[src/rtl/cfgmul_pkg.sv]
package cfgmul_pkg;
    typedef enum logic {
        FMT_SHIFTED = 1'b0,
        FMT_FULL    = 1'b1
    } fmt_e;

    typedef enum logic {
        SEL_UPPER = 1'b0,
        SEL_LOWER = 1'b1
    } hsel_e;
endpackage

[src/rtl/opnd_reg.sv]
module opnd_reg #(
    parameter int W = 16
) (
    input  logic         clk,
    input  logic         rst,
    input  logic         load_n,
    input  logic [W-1:0] d,
    input  logic         tc_d,
    output logic [W-1:0] q,
    output logic         tc_q
);
    always_ff @(posedge clk) begin
        if (rst) begin
            q    <= '0;
            tc_q <= 1'b0;
        end else if (!load_n) begin
            q    <= d;
            tc_q <= tc_d;
        end
    end
endmodule

[src/rtl/round_mult.sv]
module round_mult #(
    parameter int W = 16
) (
    input  logic [W-1:0]   a,
    input  logic           a_tc,
    input  logic [W-1:0]   b,
    input  logic           b_tc,
    input  logic           rnd,
    output logic [2*W-1:0] prod
);
    localparam int PW = 2 * W;
    localparam int XW = W + 1;

    logic signed [XW-1:0]   ext_a;
    logic signed [XW-1:0]   ext_b;
    logic signed [2*XW-1:0] wide;
    logic        [PW-1:0]   rnd_add;

    always_comb begin
        ext_a   = $signed({a_tc & a[W-1], a});
        ext_b   = $signed({b_tc & b[W-1], b});
        wide    = ext_a * ext_b;
        rnd_add = PW'(rnd) << (W - 1);
        prod    = wide[PW-1:0] + rnd_add;
    end
endmodule

[src/rtl/fmt_adj.sv]
module fmt_adj
    import cfgmul_pkg::*;
#(
    parameter int W = 16
) (
    input  logic [2*W-1:0] prod,
    input  logic           full,
    output logic [W-1:0]   hi,
    output logic [W-1:0]   lo
);
    localparam int PW = 2 * W;

    fmt_e mode;

    always_comb begin
        mode = fmt_e'(full);
        unique case (mode)
            FMT_FULL: begin
                hi = prod[PW-1 -: W];
                lo = prod[W-1:0];
            end
            FMT_SHIFTED: begin
                hi = prod[PW-2 -: W];
                lo = {prod[PW-1], prod[W-2:0]};
            end
            default: begin
                hi = '0;
                lo = '0;
            end
        endcase
    end
endmodule

[src/rtl/res_out.sv]
module res_out
    import cfgmul_pkg::*;
#(
    parameter int W = 16
) (
    input  logic         clk,
    input  logic         rst,
    input  logic         load_n,
    input  logic         pass,
    input  logic [W-1:0] hi_d,
    input  logic [W-1:0] lo_d,
    input  logic         sel,
    input  logic         main_oe,
    input  logic         low_oe,
    output logic [W-1:0] hi_q,
    output logic [W-1:0] lo_q,
    output logic [W-1:0] main_out,
    output logic         main_vld,
    output logic [W-1:0] low_out,
    output logic         low_vld
);
    logic [W-1:0] vis_hi;
    logic [W-1:0] vis_lo;
    logic [W-1:0] picked;
    hsel_e        which;

    always_ff @(posedge clk) begin
        if (rst) begin
            hi_q <= '0;
            lo_q <= '0;
        end else if (!load_n) begin
            hi_q <= hi_d;
            lo_q <= lo_d;
        end
    end

    always_comb begin
        if (pass && !load_n) begin
            vis_hi = hi_d;
            vis_lo = lo_d;
        end else begin
            vis_hi = hi_q;
            vis_lo = lo_q;
        end
        which = hsel_e'(sel);
        unique case (which)
            SEL_UPPER: picked = vis_hi;
            SEL_LOWER: picked = vis_lo;
            default:   picked = '0;
        endcase
        main_out = main_oe ? picked : '0;
        main_vld = main_oe;
        low_out  = low_oe ? vis_lo : '0;
        low_vld  = low_oe;
    end
endmodule

[src/rtl/cfgsign_mul.sv]
module cfgsign_mul #(
    parameter int OP_W = 16
) (
    input  logic            clk,
    input  logic            rst,
    input  logic [OP_W-1:0] a_in,
    input  logic            a_tc,
    input  logic            a_load_n,
    input  logic [OP_W-1:0] b_in,
    input  logic            b_tc,
    input  logic            b_load_n,
    input  logic            rnd_in,
    input  logic            fmt_full,
    input  logic            res_load_n,
    input  logic            pass_thru,
    input  logic            hi_sel,
    input  logic            main_oe,
    input  logic            low_oe,
    output logic [OP_W-1:0] main_out,
    output logic            main_vld,
    output logic [OP_W-1:0] low_out,
    output logic            low_vld
);
    localparam int PROD_W = 2 * OP_W;
    localparam int N_OPND = 2;

    logic [N_OPND-1:0][OP_W-1:0] opnd_d;
    logic [N_OPND-1:0][OP_W-1:0] opnd_q;
    logic [N_OPND-1:0]           tc_d;
    logic [N_OPND-1:0]           tc_q;
    logic [N_OPND-1:0]           ld_n;

    logic [OP_W-1:0]   a_q;
    logic [OP_W-1:0]   b_q;
    logic              rnd_q;
    logic [PROD_W-1:0] prod;
    logic [OP_W-1:0]   fmt_hi;
    logic [OP_W-1:0]   fmt_lo;
    logic [OP_W-1:0]   res_hi;
    logic [OP_W-1:0]   res_lo;

    assign opnd_d = {b_in, a_in};
    assign tc_d   = {b_tc, a_tc};
    assign ld_n   = {b_load_n, a_load_n};

    for (genvar i = 0; i < N_OPND; i++) begin : g_opnd
        opnd_reg #(.W(OP_W)) i_opnd (
            .clk    (clk),
            .rst    (rst),
            .load_n (ld_n[i]),
            .d      (opnd_d[i]),
            .tc_d   (tc_d[i]),
            .q      (opnd_q[i]),
            .tc_q   (tc_q[i])
        );
    end

    assign a_q = opnd_q[0];
    assign b_q = opnd_q[1];

    always_ff @(posedge clk) begin
        if (rst) begin
            rnd_q <= 1'b0;
        end else if (!a_load_n || !b_load_n) begin
            rnd_q <= rnd_in;
        end
    end

    round_mult #(.W(OP_W)) i_mult (
        .a    (a_q),
        .a_tc (tc_q[0]),
        .b    (b_q),
        .b_tc (tc_q[1]),
        .rnd  (rnd_q),
        .prod (prod)
    );

    fmt_adj #(.W(OP_W)) i_fmt (
        .prod (prod),
        .full (fmt_full),
        .hi   (fmt_hi),
        .lo   (fmt_lo)
    );

    res_out #(.W(OP_W)) i_res (
        .clk      (clk),
        .rst      (rst),
        .load_n   (res_load_n),
        .pass     (pass_thru),
        .hi_d     (fmt_hi),
        .lo_d     (fmt_lo),
        .sel      (hi_sel),
        .main_oe  (main_oe),
        .low_oe   (low_oe),
        .hi_q     (res_hi),
        .lo_q     (res_lo),
        .main_out (main_out),
        .main_vld (main_vld),
        .low_out  (low_out),
        .low_vld  (low_vld)
    );
endmodule

[config.mk]
export PLATFORM = sky130hd
export DESIGN_NAME = cfgsign_mul
export DESIGN_NICKNAME = d
export VERILOG_FILES = /design/src/rtl/cfgmul_pkg.sv /design/src/rtl/opnd_reg.sv /design/src/rtl/round_mult.sv /design/src/rtl/fmt_adj.sv /design/src/rtl/res_out.sv /design/src/rtl/cfgsign_mul.sv
export SDC_FILE = /design/constraint.sdc
export NUM_CORES = 1
export LEC_CHECK = 0
export BUFFER_PORTS_ARGS = -buffer_cell sky130_fd_sc_hd__buf_2
export CORE_MARGIN = 3
export CORE_UTILIZATION = 35
export DETAILED_ROUTE_END_ITERATION = 8
export GPL_TIMING_DRIVEN = 0
export HOLD_SLACK_MARGIN = 0.15
export SETUP_SLACK_MARGIN = 0.15
export SYNTH_ARGS = -nofsm -noshare
export SYNTH_HDL_FRONTEND = slang
export SYNTH_SLANG_ARGS = --single-unit
[constraint.sdc]
create_clock -name clk -period 7.6 [get_ports clk]
set_input_delay 0.38 -clock clk [delete_from_list [all_inputs] [get_ports clk]]
set_output_delay 0.38 -clock clk [all_outputs]
set_load 0.05 [all_outputs]
==> impl_results.md, run 1 <==
* Status: finished clean
* Area after DPL at 14800 um^2
* Tmin final at 7.41 ns
* Most frequent cells in the layout: inv_1 (316), fa_1 (278), nand2_1 (170)
* Slew headroom at 31.6%
* Crit path DAT at 7.03 ns
* Period utilization at 97.5%
* Drt via density at 5.00
* Crit end category: output pin
* Share of cells above drive strength 1 at 15.7%
* Hold Slack at 0.252 ns
* Number of global-route vias before repair at 11843
* Fin. max-slew vios at 0
* Maximum capacitance violations at 0
* DRC at 0
* Core box area at 38800 um^2
* Mapped cell area at 13800 um^2
* Initial DRC count at 756
* Req. time, crit path at 7.22 ns
* Worst min path class: input port to flop
* Distinct cell type count after synthesis at 60
* Reg2reg end: i_res.hi_q[11]$_SDFFE_PP0N_
* CTS clock-pin slew for the worst setup and hold paths at 0.07 ns
* Chip width at 205 um
* Antenna Nets Post-Route at 0
* Area growth syn-to-layout at 16.3%
* Max Fclk at 135 MHz
* DR vias at 10983
* Worst setup startpoint: g_opnd[0].i_opnd.tc_q$_SDFFE_PP0N_
* Commonest non-fill, non-tap cell in the layout: inv_1
* Peak VDD IR at 94.3 uV
* Register-to-Register Setup Slack at 0.98 ns
* Die ar. at 41900 um^2
* Clock Path Buffers at 2
* Lkg Pwr at 7.97 nW
* Clk sink count at 67
* Sequential share of the synthesized area at 9.71%
* Nets at 2084
* Antenna violations before repair at 1
* Register area at 1390 um^2
* Final Non-Filler Cells at 2198
* CP Max Fanout at 7
* RSZ-0062 raised after global routing: true
* FF-to-FF Start: g_opnd[0].i_opnd.tc_q$_SDFFE_PP0N_
* CTS hold repair buffers at 0
* WL per Instance at 18.8 um
* Synth area leaders: fa_1 (41%), dfxtp_1 (9.7%), inv_1 (8.7%)
* Dpl hpwl at 33900 um
* Gr usage total at 20.6%
* Final Hold Viols at 0
* # rows at 72
* Fill count at 3800
* Synthesis-stage register bit count at 67
* Die Ht at 205 um
* Number of flops mapped to enable cells by yosys at 0
* Inst Count DP at 2153
* Port bufs at 72
* Overall Power at 0.00174 W
* Gpl congestion at 0.922
* Ys Warns at 0
* Largest net degree at the start of global routing at 16
* Root Driver: clkbuf_16
* I/O pin total at 79
* Post-synthesis instance total at 1563
* TritonCTS Buffers at 9
* Syn nets at 1972
* Finished Cell Area at 16100 um^2
* CP Launch Type: flop
* CTS tree: yes
* Ant diodes at 0
* First-pass GRT wire length at 66200 um
* Share of the synthesized area in the top cell type at 41.0%
* Slew @ Worst Pin at 1.03 ns
* Clk_skew at 0.0130 ns
* Worst setup path end: main_out[13]
* Multi-input gate area at 11300 um^2
* Top FF cell, synth: dfxtp_1
* Syn_area_per_cell at 8.84 um^2
* R2R cell count at 28
* Later-pin clock latency in the skew report at 0.36 ns
* Ys async rst share at 0%
* Drt first pass iters at 7
* PwrDens at 108 nW/um^2
* Total gr overflow at 0
* # setup viols final at 0
* Starting Density at 35.6%
* Setup CP Type: flop to output pin
* H-Tree Depth at 3
* WL final at 41400 um
* Cell taking the most area after synthesis: fa_1
-- what timing repair did --
item	in CTS	in global routing
gates cloned	0	0
setup buffers	7	22
endpoints found under the hold margin	0	0
pin swaps	18	32
resized for setup	155	105
setup endpoints to repair	20	16
-- per-stage QoR --
step           util, %  setup slack (ns)  TNS (ns)
2_1_floorplan        -             0.113         0
3_3_place_gp      38.2            -0.526     -3.84
3_5_place_dp      38.2            -0.479     -3.78
4_1_cts           40.2             0.152         0
5_1_grt           41.4           -0.0493   -0.0669
6_report          41.4             0.188         0
-- how the worst min path moves through the flow --
stage	start	to	slack, ns	cells after the start
after floorplan	i_res.lo_q[12]$_SDFFE_PP0N_	i_res.lo_q[12]$_SDFFE_PP0N_	0.44	2
after global placement	i_res.lo_q[12]$_SDFFE_PP0N_	i_res.lo_q[12]$_SDFFE_PP0N_	0.45	2
after detailed placement	i_res.hi_q[7]$_SDFFE_PP0N_	i_res.hi_q[7]$_SDFFE_PP0N_	0.46	2
after CTS	a_in[15]	g_opnd[0].i_opnd.q[15]$_SDFFE_PP0N_	0.25	3
after global routing	b_in[15]	g_opnd[1].i_opnd.q[15]$_SDFFE_PP0N_	0.26	3
final	a_in[15]	g_opnd[0].i_opnd.q[15]$_SDFFE_PP0N_	0.25	3
-- Yosys cell counts, types with 11 or more instances --
cell type and number:
fa_1 283, inv_1 321, a31oi_1 11, nor2_1 107
nor2b_1 14, clkbuf_1 73, xnor2_1 27, xor2_1 12
nand2_1 174, a211oi_1 14, and2_1 133, a21o_1 13
a21oi_1 30, ha_1 81, o21ai_0 26, mux2i_1 62
dfxtp_1 67
-- critical path, stage by stage (launching register included) --
cell and delay, ns:
dfxtp_2 0.33, buf_8 0.12, and2_4 0.16, buf_12 0.14
nand2_8 0.07, inv_6 0.04, fa_2 0.61, inv_4 0.07
fa_1 0.50, inv_1 0.05, fa_1 0.46, fa_1 0.52
fa_1 0.59, inv_2 0.05, fa_1 0.55, inv_2 0.06
ha_4 0.26, buf_8 0.10, nand4_1 0.13, or3_1 0.33
a31o_1 0.20, nand2_2 0.12, nor2_4 0.07, o31ai_4 0.30
xnor2_2 0.19, a2111oi_4 0.12, a2111oi_2 0.27, buf_4 0.27
-- where the power goes --
part | switching (W) | internal [W]
combinational | 0.000543 | 0.000340
clock | 0.000210 | 0.000231
sequential | 0.0000346 | 0.000379
-- per-layer routing --
| metal | vias up | wire length (um) | share of wire (%) | track usage, % |
|---|---|---|---|---|
| met4 | 0 | 1600 | 3.9 | 8.21 |
| met5 | - | 0 | 0 | 0 |
| li1 | 4960 | - | - | - |
| met2 | 383 | 19600 | 47 | 33.9 |
| met1 | 5557 | 17400 | 42 | 26.7 |
| met3 | 83 | 2780 | 6.7 | 4.00 |
-- final cells by class --
type | instances | area share [%]
inverter | 322 | 7.57
clock inverter | 7 | 0.420
timing repair buffer | 101 | 3.89
sequential | 67 | 8.64
tap | 518 | 4.03
multi-input combinational | 1090 | 70.1
clock buffer | 9 | 1.40
buffer | 84 | 3.94
-- state kept, by name (all words and copies together), names as in the netlist --
signal              flops
g_opnd.i_opnd.q        32
i_res.hi_q             16
i_res.lo_q             16
g_opnd.i_opnd.tc_q      2
rnd_q                   1
-- kinds of logic (layout without fill, tap and decap cells) --
family / Yosys count / in the layout / share of synthesized area [%]
AOI/OAI and AO/OA: 145 / 145 / 7.22
xor gates and xnor gates: 39 / 39 / 2.47
adders and majority gates: 364 / 364 / 48.4
buffers and inverters: 406 / 523 / 11.1
DFF: 67 / 67 / 9.71
muxes: 65 / 65 / 4.74
and+or+nand+nor: 477 / 477 / 16.4
Power figures use the tool's default switching activity.
==> run 2: changes to the inputs <==
- CELL_PAD_IN_SITES_DETAIL_PLACEMENT: not set -> 1
- CELL_PAD_IN_SITES_GLOBAL_PLACEMENT: not set -> 2
- CORE_ASPECT_RATIO: not set -> 2
- PLACE_DENSITY_LB_ADDON: not set -> 0.1
==> run 2 against run 1 <==
Sequential cell count is the same. First-iteration DRC count is 55% lower. Utilization up 0.54 points. Critical path depth stayed put. Cell count grew 0.27%. Combinational power increased by 3.4%. Hold slack worse by 0.019 ns. Non-clock buffer count rose by 3. Sequential power rose by 1%. Critical path type unchanged. Critical endpoint unchanged. Largest cell class unchanged.
==> impl_results.md, run 2 (synthesized netlist as in run 1, its figures left out) <==
* Largest Register: g_opnd.i_opnd.q
* Crit path DAT at 7.01 ns (-0.02 ns)
* Root Driver: clkbuf_16
* Antenna Nets Post-Route at 0 (unchanged)
* Largest net degree at the start of global routing at 14 (-2)
* WL final at 50800 um (+23%)
* Die Ht at 287 um (+40%)
* PwrDens at 110 nW/um^2 (+2.0%)
* Worst min path class: input port to flop
* Register-to-Register Setup Slack at 1.05 ns (+0.07 ns)
* Core box area at 38800 um^2 (about the same)
* # rows at 102 (+42%)
* Chip width at 146 um (-28%)
* TritonCTS Buffers at 9 (unchanged)
* CP Max Fanout at 7 (unchanged)
* First-pass GRT wire length at 78300 um (+18%)
* Final setup margin at 0.214 ns (+0.0262 ns)
* Slew @ Worst Pin at 1.16 ns (+0.132 ns)
* CP Launch Type: flop
* Req. time, crit path at 7.22 ns (about the same)
* Period utilization at 97.2% (-0.34 points)
* Area growth syn-to-layout at 17.8%
* # setup viols final at 0 (unchanged)
* Maximum capacitance violations at 0 (unchanged)
* Setup CP Type: flop to output pin
* Dpl hpwl at 43000 um (+27%)
* Lkg Pwr at 8.03 nW (+0.70%)
* Max reg flops at 32 (unchanged)
* Final Non-Filler Cells at 2204 (+0.27%)
* Slew headroom at 22.8% (-8.8 points)
* Gr usage total at 25.1% (+4.5 points)
* Max Fclk at 135 MHz (+0.35%)
* Antenna violations before repair at 1 (unchanged)
* Top Registers: g_opnd.i_opnd.q: 32 flops, i_res.hi_q: 16 flops, i_res.lo_q: 16 flops
* Critical Path Max Stage Delay at 0.60 ns (about the same)
* Gpl congestion at 0.897 (-2.7%)
* Share of cells above drive strength 1 at 16.8% (+1.1 points)
* Status: finished clean
* Final Hold Viols at 0 (unchanged)
* Peak VDD IR at 111 uV (+18%)
* Clk sink count at 67 (unchanged)
* CTS hold repair buffers at 0 (unchanged)
* WL per Instance at 23.0 um (+22%)
* I/O pin total at 79 (unchanged)
* Drt first pass iters at 4 (-3)
* H-Tree Depth at 3 (unchanged)
* Setup tns final at 0 ns (unchanged)
* Drt via density at 4.99 (-0.15%)
* Number of global-route vias before repair at 13075 (+10%)
* DR vias at 10997 (+0.13%)
* CTS tree: yes
* Critical path's slowest cell: fa_2
* Clock Path Buffers at 2 (unchanged)
* CTS clock-pin slew for the worst setup and hold paths at 0.08 ns (about the same)
* Dpl ws at -1.11 ns (-0.627 ns)
* RSZ-0062 raised after global routing: true
* Commonest non-fill, non-tap cell in the layout: inv_1
* Total gr overflow at 0 (unchanged)
* Nets at 2087 (+0.14%)
* Most frequent cell on the critical path: fa_1
* Tmin final at 7.39 ns (-0.0262 ns)
* Crit end category: output pin
* DRC at 0 (unchanged)
* Most frequent cells in the layout: inv_1 (315), fa_1 (276), nand2_1 (169)
* Starting Density at 35.6% (about the same)
* Clk_skew at 0.0208 ns (+0.00783 ns)
* Port bufs at 72 (unchanged)
* Die ar. at 42000 um^2 (+0.34%)
* Initial DRC count at 338 (-55%)
* Overall Power at 0.00179 W (+3.2%)
* Later-pin clock latency in the skew report at 0.37 ns (about the same)
* Inst Count DP at 2155 (+0.093%)
* Fin. max-slew vios at 0 (unchanged)
## run 2: changes by cell type in the layout (fill, tap and decap cells not counted), moves of 3 or more
cell | before | now
o21ai_0 | 20 | 16
buf_8 | 6 | 10
xnor2_1 | 25 | 22
xnor2_2 | 1 | 5
a31oi_2 | 1 | 4
ha_1 | 73 | 70
clkbuf_4 | 14 | 10
buf_4 | 42 | 50
clkbuf_2 | 10 | 3
buf_6 | 9 | 14
o21ai_1 | 1 | 7
a31oi_1 | 10 | 6
## run 2: layer usage
metal,track usage (%),share of wire [%]
met5,0,0
met4,13.2,6.3
met3,2.22,2.2
met2,50.5,58
met1,24.9,34
## run 2: critical path, delay by kind of cell (launching register included)
family | cells | cell delay (ns)
flip-flops | 1 | 0.33
AND/OR/NAND/NOR | 6 | 0.90
AO/OA/AOI/OAI | 4 | 0.84
adder cells (fa/ha/maj) | 7 | 3.43
XOR/XNOR | 1 | 0.20
buffers and inverters | 9 | 0.94
## run 2: area by class of cell
class | instances | area [um^2]
timing repair buffer | 104 | 648
clock inverter | 7 | 76.3
buffer | 84 | 706
antenna | 1 | 2.50
tap | 520 | 651
sequential | 67 | 1390
clock buffer | 9 | 225
fill | 4588 | 22500
inverter | 322 | 1220
multi-input combinational | 1090 | 11300
## run 2: power breakdown
part	total, W	internal, W	switching [W]	leakage [nW]
combinational	0.000913	0.000350	0.000563	7.32
sequential	0.000418	0.000379	0.0000386	0.562
clock	0.000462	0.000257	0.000205	0.148
## run 2: final timing paths
check,depth (start not counted),from,end
hold / removal,3,a_in[10],g_opnd[0].i_opnd.q[10]$_SDFFE_PP0N_
setup reg to reg,27,g_opnd[0].i_opnd.tc_q$_SDFFE_PP0N_,i_res.hi_q[14]$_SDFFE_PP0N_
setup / recovery,27,g_opnd[0].i_opnd.tc_q$_SDFFE_PP0N_,main_out[13]
hold reg to reg,2,i_res.hi_q[2]$_SDFFE_PP0N_,i_res.hi_q[2]$_SDFFE_PP0N_
## run 2: through the flow
stage	instance area, um^2	utilization (%)	hold slack (ns)
5_1_grt	16300	41.9	0.247
3_5_place_dp	14800	38.2	0.465
2_1_floorplan	13800	-	0.440
3_3_place_gp	14800	38.2	0.450
4_1_cts	15800	40.7	0.224
6_report	16300	41.9	0.233
## run 2: timing repair
action / in CTS / in global routing
gates resized for setup: 180 / 138
gates cloned: 0 / 0
setup buffers: 18 / 14
endpoints found under the setup margin: 33 / 18
pin swaps: 33 / 26
